<file path="config.mk">
export PLATFORM = sky130hd
export DESIGN_NAME = mrd_requester
export DESIGN_NICKNAME = d
export VERILOG_FILES = /design/src/rtl/mrd_pkg.sv /design/src/rtl/mrd_hdr_build.sv /design/src/rtl/mrd_tx_stream.sv /design/src/rtl/mrd_cpl_parse.sv /design/src/rtl/mrd_requester.sv
export SDC_FILE = /design/constraint.sdc
export NUM_CORES = 1
export LEC_CHECK = 0
export BUFFER_PORTS_ARGS = -buffer_cell sky130_fd_sc_hd__buf_2
export CAP_MARGIN = 20
export CORE_MARGIN = 2
export CORE_UTILIZATION = 45
export DETAILED_ROUTE_END_ITERATION = 12
export GPL_TIMING_DRIVEN = 0
export PLACE_DENSITY = 0.69
export SYNTH_ARGS = -nofsm -noshare
export SYNTH_HDL_FRONTEND = slang
export SYNTH_SLANG_ARGS = --single-unit
</file>
<file path="constraint.sdc">
create_clock -name clk -period 2.3 [get_ports clk]
set_clock_uncertainty 0.15 [all_clocks]
set_input_delay 0.69 -clock clk [delete_from_list [all_inputs] [get_ports clk]]
set_output_delay 0.69 -clock clk [all_outputs]
set_load 0.1 [all_outputs]
</file>
<file path="src/rtl/mrd_pkg.sv">
package mrd_pkg;
    localparam int DW_W      = 32;
    localparam int ADDR_W    = 64;
    localparam int RID_W     = 16;
    localparam int TAG_W     = 8;
    localparam int STAT_W    = 3;
    localparam int HDR_MAX   = 4;
    localparam int IDX_W     = $clog2(HDR_MAX);
    localparam int BEAT_W    = $clog2(HDR_MAX) + 1;

    localparam logic [2:0] FMT_HDR3_ND = 3'b000;
    localparam logic [2:0] FMT_HDR4_ND = 3'b001;
    localparam logic [2:0] FMT_HDR3_WD = 3'b010;
    localparam logic [4:0] TYP_MEM     = 5'b00000;
    localparam logic [4:0] TYP_CPL     = 5'b01010;
    localparam logic [STAT_W-1:0] STAT_UNSUP = 3'b001;
    localparam logic [3:0] BE_FIRST    = 4'b1111;
    localparam logic [3:0] BE_LAST     = 4'b0000;
    localparam logic [9:0] LEN_ONE     = 10'd1;

    typedef enum logic [1:0] {
        PH_IDLE = 2'd0,
        PH_SEND = 2'd1,
        PH_WAIT = 2'd2
    } phase_e;

    typedef struct packed {
        logic              valid;
        logic [2:0]        fmt;
        logic [4:0]        typ;
        logic [STAT_W-1:0] status;
        logic [TAG_W-1:0]  tag;
        logic [DW_W-1:0]   payload;
    } cpl_evt_t;
endpackage

</file>
<file path="src/rtl/mrd_hdr_build.sv">
module mrd_hdr_build
    import mrd_pkg::*;
(
    input  logic [ADDR_W-1:0]           addr,
    input  logic [RID_W-1:0]            rid,
    input  logic [TAG_W-1:0]            tag,
    output logic [HDR_MAX-1:0][DW_W-1:0] hdr,
    output logic [IDX_W:0]              hdr_cnt
);
    localparam int HALF = ADDR_W / 2;

    logic            hi_zero;
    logic [DW_W-1:0] lo_dw;
    logic            unused_addr_bits;

    assign hi_zero          = (addr[ADDR_W-1:HALF] == '0);
    assign lo_dw            = {addr[HALF-1:2], 2'b00};
    assign unused_addr_bits = ^addr[1:0];

    always_comb begin
        hdr[0]  = {(hi_zero ? FMT_HDR3_ND : FMT_HDR4_ND), TYP_MEM, 14'd0, LEN_ONE};
        hdr[1]  = {rid, tag, BE_LAST, BE_FIRST};
        hdr[2]  = hi_zero ? lo_dw : addr[ADDR_W-1:HALF];
        hdr[3]  = hi_zero ? '0 : lo_dw;
        hdr_cnt = hi_zero ? (IDX_W+1)'(3) : (IDX_W+1)'(4);
    end
endmodule

</file>
<file path="src/rtl/mrd_tx_stream.sv">
module mrd_tx_stream
    import mrd_pkg::*;
(
    input  logic                         clk,
    input  logic                         rst_n,
    input  logic                         launch,
    input  logic [HDR_MAX-1:0][DW_W-1:0] hdr,
    input  logic [IDX_W:0]               hdr_cnt,
    input  logic                         tx_ready,
    output logic                         tx_valid,
    output logic [DW_W-1:0]              tx_data,
    output logic                         tx_last,
    output logic                         sent
);
    typedef struct packed {
        logic             active;
        logic [IDX_W-1:0] idx;
    } txs_t;

    txs_t s_d, s_q;
    logic at_end;

    assign at_end   = ({1'b0, s_q.idx} == hdr_cnt - 1'b1);
    assign tx_valid = s_q.active;
    assign tx_data  = hdr[s_q.idx];
    assign tx_last  = s_q.active && at_end;
    assign sent     = s_q.active && tx_ready && at_end;

    always_comb begin
        s_d = s_q;
        if (launch) begin
            s_d.active = 1'b1;
            s_d.idx    = '0;
        end else if (s_q.active && tx_ready) begin
            if (at_end) begin
                s_d.active = 1'b0;
                s_d.idx    = '0;
            end else begin
                s_d.idx = s_q.idx + 1'b1;
            end
        end
    end

    always_ff @(posedge clk or negedge rst_n) begin
        if (!rst_n) s_q <= '0;
        else        s_q <= s_d;
    end

    assert_tx_hold_R5: assert property (@(posedge clk) disable iff (!rst_n)
        (tx_valid && !tx_ready) |=> (tx_valid && $stable(tx_data) && $stable(tx_last)));

    assert_last_drop_R5: assert property (@(posedge clk) disable iff (!rst_n)
        (tx_valid && tx_ready && tx_last) |=> !tx_valid);
endmodule

</file>
<file path="src/rtl/mrd_cpl_parse.sv">
module mrd_cpl_parse
    import mrd_pkg::*;
(
    input  logic            clk,
    input  logic            rst_n,
    input  logic            rx_valid,
    input  logic [DW_W-1:0] rx_data,
    input  logic            rx_last,
    output cpl_evt_t        evt
);
    typedef struct packed {
        logic [BEAT_W-1:0] beat;
        logic [2:0]        fmt;
        logic [4:0]        typ;
        logic [STAT_W-1:0] status;
        logic [TAG_W-1:0]  tag;
        logic [DW_W-1:0]   payload;
        cpl_evt_t          evt;
    } prs_t;

    prs_t p_d, p_q;
    logic [HDR_MAX-1:0] hit;
    logic [2:0]         cur_fmt;
    logic [4:0]         cur_typ;
    logic [STAT_W-1:0]  cur_status;
    logic [TAG_W-1:0]   cur_tag;
    logic [DW_W-1:0]    cur_payload;
    logic               unused_rx_bits;

    for (genvar gi = 0; gi < HDR_MAX; gi++) begin : g_hit
        assign hit[gi] = rx_valid && (p_q.beat == BEAT_W'(gi));
    end

    assign cur_fmt        = hit[0] ? rx_data[31:29] : p_q.fmt;
    assign cur_typ        = hit[0] ? rx_data[28:24] : p_q.typ;
    assign cur_status     = hit[1] ? rx_data[15:13] : p_q.status;
    assign cur_tag        = hit[2] ? rx_data[15:8]  : p_q.tag;
    assign cur_payload    = hit[3] ? rx_data        : p_q.payload;
    assign unused_rx_bits = ^{rx_data[23:16], rx_data[12:0]};

    always_comb begin
        p_d           = p_q;
        p_d.evt.valid = 1'b0;
        if (rx_valid) begin
            p_d.fmt     = cur_fmt;
            p_d.typ     = cur_typ;
            p_d.status  = cur_status;
            p_d.tag     = cur_tag;
            p_d.payload = cur_payload;
            if (rx_last) begin
                p_d.beat        = '0;
                p_d.evt.valid   = 1'b1;
                p_d.evt.fmt     = cur_fmt;
                p_d.evt.typ     = cur_typ;
                p_d.evt.status  = cur_status;
                p_d.evt.tag     = cur_tag;
                p_d.evt.payload = cur_payload;
            end else if (p_q.beat < BEAT_W'(HDR_MAX)) begin
                p_d.beat = p_q.beat + 1'b1;
            end
        end
    end

    always_ff @(posedge clk or negedge rst_n) begin
        if (!rst_n) p_q <= '0;
        else        p_q <= p_d;
    end

    assign evt = p_q.evt;

    assert_evt_source_R8: assert property (@(posedge clk) disable iff (!rst_n)
        evt.valid |-> $past(rx_valid && rx_last));
endmodule

</file>
<file path="src/rtl/mrd_requester.sv">
module mrd_requester
    import mrd_pkg::*;
(
    input  logic              clk,
    input  logic              rst_n,
    input  logic              addr_we,
    input  logic [63:0]       addr_wdata,
    input  logic [15:0]       req_id,
    input  logic              start,
    output logic              tx_valid,
    input  logic              tx_ready,
    output logic [31:0]       tx_data,
    output logic              tx_last,
    input  logic              rx_valid,
    input  logic [31:0]       rx_data,
    input  logic              rx_last,
    output logic              busy,
    output logic              done,
    output logic              err,
    output logic              ur,
    output logic [2:0]        cpl_status,
    output logic [31:0]       rd_data
);
    typedef struct packed {
        phase_e            ph;
        logic [ADDR_W-1:0] addr;
        logic [RID_W-1:0]  rid;
        logic [TAG_W-1:0]  req_tag;
        logic [TAG_W-1:0]  next_tag;
        logic              done;
        logic              err;
        logic              ur;
        logic [STAT_W-1:0] status;
        logic [DW_W-1:0]   rdata;
    } top_t;

    top_t r_d, r_q;

    logic [HDR_MAX-1:0][DW_W-1:0] hdr;
    logic [IDX_W:0]               hdr_cnt;
    logic                         launch;
    logic                         sent;
    cpl_evt_t                     evt;
    logic                         evt_match;

    mrd_hdr_build u_hdr (
        .addr    (r_q.addr),
        .rid     (r_q.rid),
        .tag     (r_q.req_tag),
        .hdr     (hdr),
        .hdr_cnt (hdr_cnt)
    );

    mrd_tx_stream u_tx (
        .clk      (clk),
        .rst_n    (rst_n),
        .launch   (launch),
        .hdr      (hdr),
        .hdr_cnt  (hdr_cnt),
        .tx_ready (tx_ready),
        .tx_valid (tx_valid),
        .tx_data  (tx_data),
        .tx_last  (tx_last),
        .sent     (sent)
    );

    mrd_cpl_parse u_rx (
        .clk      (clk),
        .rst_n    (rst_n),
        .rx_valid (rx_valid),
        .rx_data  (rx_data),
        .rx_last  (rx_last),
        .evt      (evt)
    );

    assign launch    = (r_q.ph == PH_IDLE) && start;
    assign evt_match = evt.valid && (evt.typ == TYP_CPL) && (evt.tag == r_q.req_tag)
                     && ((evt.fmt == FMT_HDR3_WD) || (evt.fmt == FMT_HDR3_ND));

    always_comb begin
        r_d      = r_q;
        r_d.done = 1'b0;
        unique case (r_q.ph)
            PH_IDLE: begin
                if (start) begin
                    r_d.ph       = PH_SEND;
                    r_d.rid      = req_id;
                    r_d.req_tag  = r_q.next_tag;
                    r_d.next_tag = r_q.next_tag + 1'b1;
                    r_d.err      = 1'b0;
                    r_d.ur       = 1'b0;
                    r_d.status   = '0;
                end else if (addr_we) begin
                    r_d.addr = addr_wdata;
                end
            end
            PH_SEND: begin
                if (sent) r_d.ph = PH_WAIT;
            end
            PH_WAIT: begin
                if (evt_match) begin
                    r_d.ph   = PH_IDLE;
                    r_d.done = 1'b1;
                    if (evt.fmt == FMT_HDR3_WD) begin
                        r_d.rdata = evt.payload;
                    end else begin
                        r_d.err    = 1'b1;
                        r_d.status = evt.status;
                        r_d.ur     = (evt.status == STAT_UNSUP);
                    end
                end
            end
            default: r_d.ph = PH_IDLE;
        endcase
    end

    always_ff @(posedge clk or negedge rst_n) begin
        if (!rst_n) begin
            r_q    <= '0;
            r_q.ph <= PH_IDLE;
        end else begin
            r_q <= r_d;
        end
    end

    assign busy       = (r_q.ph != PH_IDLE);
    assign done       = r_q.done;
    assign err        = r_q.err;
    assign ur         = r_q.ur;
    assign cpl_status = r_q.status;
    assign rd_data    = r_q.rdata;

    assert_start_ignored_R7: assert property (@(posedge clk) disable iff (!rst_n)
        (busy && start) |=> $stable(r_q.req_tag) && $stable(r_q.rid));

    assert_addr_locked_R7: assert property (@(posedge clk) disable iff (!rst_n)
        busy |=> $stable(r_q.addr));

    assert_tag_step_R6: assert property (@(posedge clk) disable iff (!rst_n)
        $rose(busy) |-> (r_q.next_tag == r_q.req_tag + 1'b1));

    assert_done_pulse_R8: assert property (@(posedge clk) disable iff (!rst_n)
        done |=> !done);

    assert_done_ends_busy_R8: assert property (@(posedge clk) disable iff (!rst_n)
        done |-> (!busy && $past(busy)));

    assert_ur_needs_err_R9: assert property (@(posedge clk) disable iff (!rst_n)
        ur |-> err);

    assert_no_send_while_waiting_R5: assert property (@(posedge clk) disable iff (!rst_n)
        tx_valid |-> busy);
endmodule

</file>
==> impl_metrics.env <==
export IMPL_netlist_instances=800
export IMPL_layoutNonFillerInstCount=1378
export IMPL_hold_class="in -> reg"
export IMPL_drive_above_1_share_pct=57.0
export IMPL_cts_reportedPaths_clkPinSlew_ps=60
export IMPL_synth_fp_nets=925
export IMPL_path_buf_inv=4
export IMPL_max_cap_violations=0
export IMPL_post_dp_hpwl_microns=17600
export IMPL_nets=1169
export IMPL_portBuffers=189
export IMPL_grt_pass1_wl_microns=40400
export IMPL_h_tree_depth=1
export IMPL_ant_nets=0
export IMPL_p_total_uw=22100
export IMPL_path_class="reg -> out"
export IMPL_top_layer="met5"
export IMPL_grt_start_max_net_pins=91
export IMPL_r2r_start="r_q[117]$_DFFE_PN0P_"
export IMPL_ys_ff_latch=243
export IMPL_rsz0062_at_grt="true"
export IMPL_cts_tree="done"
export IMPL_groute_usage_overall_pct=20.9
export IMPL_vias=7248
export IMPL_core_area_sq_um=22800
export IMPL_wl_met1_microns=11100
export IMPL_ys_types=46
export IMPL_placed_cells=1304
export IMPL_crit_path_frequent_cell="buf_4"
export IMPL_min_to="r_q[65]$_DFFE_PN0P_"
export IMPL_die_h_microns=157
export IMPL_rows=55
export IMPL_r2r_worst_path_cells=9
export IMPL_ys_async_sr_fraction_pct=100
export IMPL_hold_viol=0
export IMPL_final_area_sq_um=14700
export IMPL_timing_final_ws_setup_ps=-1240
export IMPL_finalCritPeriodShare_pct=154
export IMPL_r2r_slack_ps=-170
export IMPL_insertion_delay_ps=530
export IMPL_syn_area_per_cell_sq_um=13.1
export IMPL_pin_count=192
export IMPL_r2r_end="r_q[135]$_DFFE_PN0P_"
export IMPL_area_growth_syn_to_layout_pct=39.3
export IMPL_hp_start="req_id[11]"
export IMPL_slowest_delay_ps=450
export IMPL_dr_first_iter_drc_count=329
export IMPL_violations="setup timing"
export IMPL_cts_buffer_depth=3
export IMPL_placed_area_sq_um=12600
export IMPL_powerDensity_nw_per_um2=1510
export IMPL_post_drt_wl_per_cell_microns=18.8
export IMPL_setup_viol=36
export IMPL_synth_seq_area_share_pct=57.8
export IMPL_synth_edf_count=0
export IMPL_layout_min_cycle_time_ps=3540
export IMPL_wl_met2_microns=12700
export IMPL_cts_made_buffers=26
export IMPL_met3_length_microns=1250
export IMPL_final_seq_area_sq_um=6080
export IMPL_grt_ovfl_total=0
export IMPL_fill_cells=1642
export IMPL_die_w_microns=157
export IMPL_startpoint_type="register"
export IMPL_cp_slowest_cell="dfrtp_2"
export IMPL_critPathMaxFanout=6
export IMPL_relSlewSlack_pct=40.4
export IMPL_synth_ff_type="dfrtp_1"
export IMPL_antenna_found_initial=3
export IMPL_path_cells="nor4_4 -> nand4_1 -> buf_4 -> nor2_4 -> buf_4 -> buf_4 -> a21oi_1 -> o21ai_4 -> buf_12"
export IMPL_required_ps=1460
export IMPL_multi_input_area_sq_um=4930
export IMPL_arrival_ps=2700
export IMPL_maxSlewViolCount=0
export IMPL_first_global_vias=7447
export IMPL_initial_utilization_pct=46.2
export IMPL_firstDrtPassIters=5
export IMPL_tightest_slew_ps=894
export IMPL_root_buffer="clkbuf_16"
export IMPL_min_delay_path_depth=3
export IMPL_vias_per_cell=5.26
export IMPL_clkSinkCount=243
export IMPL_critPathCaptureType="primary output"
export IMPL_yosysWarningCount=0
export IMPL_drt_total_wl_microns=25800
export IMPL_fmax_mhz=283
export IMPL_status="finished, violations left"
export IMPL_die_area_sq_um=24600
export IMPL_critical_path_top_delay_family="simple AND/OR/NAND/NOR gates"
export IMPL_gp_congestion=0.779
export IMPL_leakagePower_uw=0.00684
export IMPL_ir_drop_uv=1430
export IMPL_drc=0
export IMPL_syn_area_sq_um=10500
## cell usage after synthesis (2+ instances only)
library cell	instances	area share, %
dfrtp_1	243	58
mux2_2	163	17
nand2_1	89	3.2
buf_4	35	2.5
mux2_4	30	4.3
a21oi_1	29	1.4
o21ai_0	26	1.2
a32oi_1	23	1.9
clkbuf_1	18	0.64
nor2_1	16	0.57
xnor2_1	14	1.2
buf_2	13	0.62
buf_1	9	0.32
nor4_1	9	0.54
ha_1	6	0.71
nand4_1	6	0.36
nor3b_1	6	0.43
inv_1	5	0.18
mux2i_1	5	0.48
nor2b_1	5	0.30
o21a_1	4	0.29
a22o_1	3	0.25
a31oi_1	3	0.18
and2_1	3	0.18
buf_6	3	0.32
nand2b_1	3	0.18
nand3_1	3	0.14
nor3_1	3	0.14
xor2_1	3	0.25
a31o_2	2	0.17
and3_1	2	0.12
mux2_1	2	0.21
o22ai_1	2	0.12
o31ai_1	2	0.14
## per-layer routing
metal,vias to the layer above,GRT usage (%)
li1,3304,-
met1,3696,28.7
met2,185,34.2
met3,61,3.52
met4,2,6.25
met5,-,0
## per-stage QoR
step                setup TNS, ps  utilization (%)  hold WS [ps]  setup slack [ps]
finish                     -39640             64.3           195             -1240
CTS                        -36900             63.2           174             -1160
global placement         -1002000             54.9           309             -3980
detailed placement         -41680             55.2           313              -963
floorplan                  -12840                -           244              -439
global route               -43420             64.3           181             -1320
## logic make-up (layout without fill, tap and decap cells)
kind of cell | after synthesis | in the layout | synth area share, %
xor gates and xnor gates | 17 | 17 | 1.42
AOI/OAI and AO/OA | 100 | 100 | 6.15
muxes | 200 | 200 | 22.4
and+or+nand+nor | 151 | 151 | 6.90
other | 0 | 1 | 0
buffers and inverters | 83 | 347 | 4.58
adders and majority gates | 6 | 6 | 0.714
DFF | 243 | 243 | 57.8
## flip-flops by register name, indices dropped and copies added, names as in the netlist
signal	cells
r_q	96
u_rx.p_q	54
u_rx.evt	52
rd_data	32
cpl_status	3
u_tx.s_q	2
done	1
err	1
u_tx.tx_valid	1
ur	1
## report_power, final
part	leakage, uW	switching [uW]	internal [uW]	total, uW
logic	0.00334	6320	4420	10700
clock network	0.000432	1710	2400	4110
registers	0.00307	1300	5940	7240
total	0.00684	9330	12800	22100
## placed cells by master, fill, tap and decap left out, types with 8 or more instances in the layout
master,n
buf_12,36
nand2_1,89
a21oi_1,29
clkinv_2,9
mux2_4,30
clkbuf_16,28
dfrtp_1,240
mux2_2,163
nor2_1,11
xnor2_1,13
a32oi_4,22
o21ai_4,25
clkbuf_8,8
buf_4,64
clkbuf_1,11
buf_2,154
## worst max-delay path by stage
stage	startpoint	end	slack, ps	depth (start not counted)
after global placement	rst_n	r_q[64]$_DFFE_PN0P_	-3980	1
after detailed placement	r_q[103]$_DFFE_PN0P_	tx_data[6]	-960	8
after CTS	r_q[116]$_DFFE_PN0P_	tx_data[30]	-1160	8
after floorplan	r_q[119]$_DFFE_PN0P_	tx_data[26]	-440	6
after global routing	r_q[117]$_DFFE_PN0P_	tx_data[18]	-1320	9
final	r_q[117]$_DFFE_PN0P_	tx_data[18]	-1240	9
## area by class of cell
class / count / share of cell area (%)
antenna: 1 / 0.0171
tap: 313 / 2.67
sequential: 243 / 41.5
clock buffer: 37 / 5.41
inverter: 5 / 0.154
buffer: 78 / 4.23
multi-input combinational: 474 / 33.7
clock inverter: 11 / 0.418
timing repair buffer: 216 / 11.9
## worst register-to-register path: stages (launching register included)
cell       delay, ps
dfrtp_2          450
nor4_4           290
nand4_1          240
or2_1            310
buf_8            170
clkbuf_16        190
buf_4            140
buf_6            120
a31oi_4          200
o22ai_2           80
## repair_timing
| item | CTS | global route |
|---|---|---|
| setup buffers | 15 | 9 |
| hold buffers | 1 | 0 |
| endpoints found under the hold margin | 45 | 0 |
| pin swaps | 34 | 13 |
| gates cloned | 1 | 0 |
| resized for setup | 181 | 38 |
| endpoints found under the setup margin | 74 | 170 |
Power figures use the tool's default switching activity.
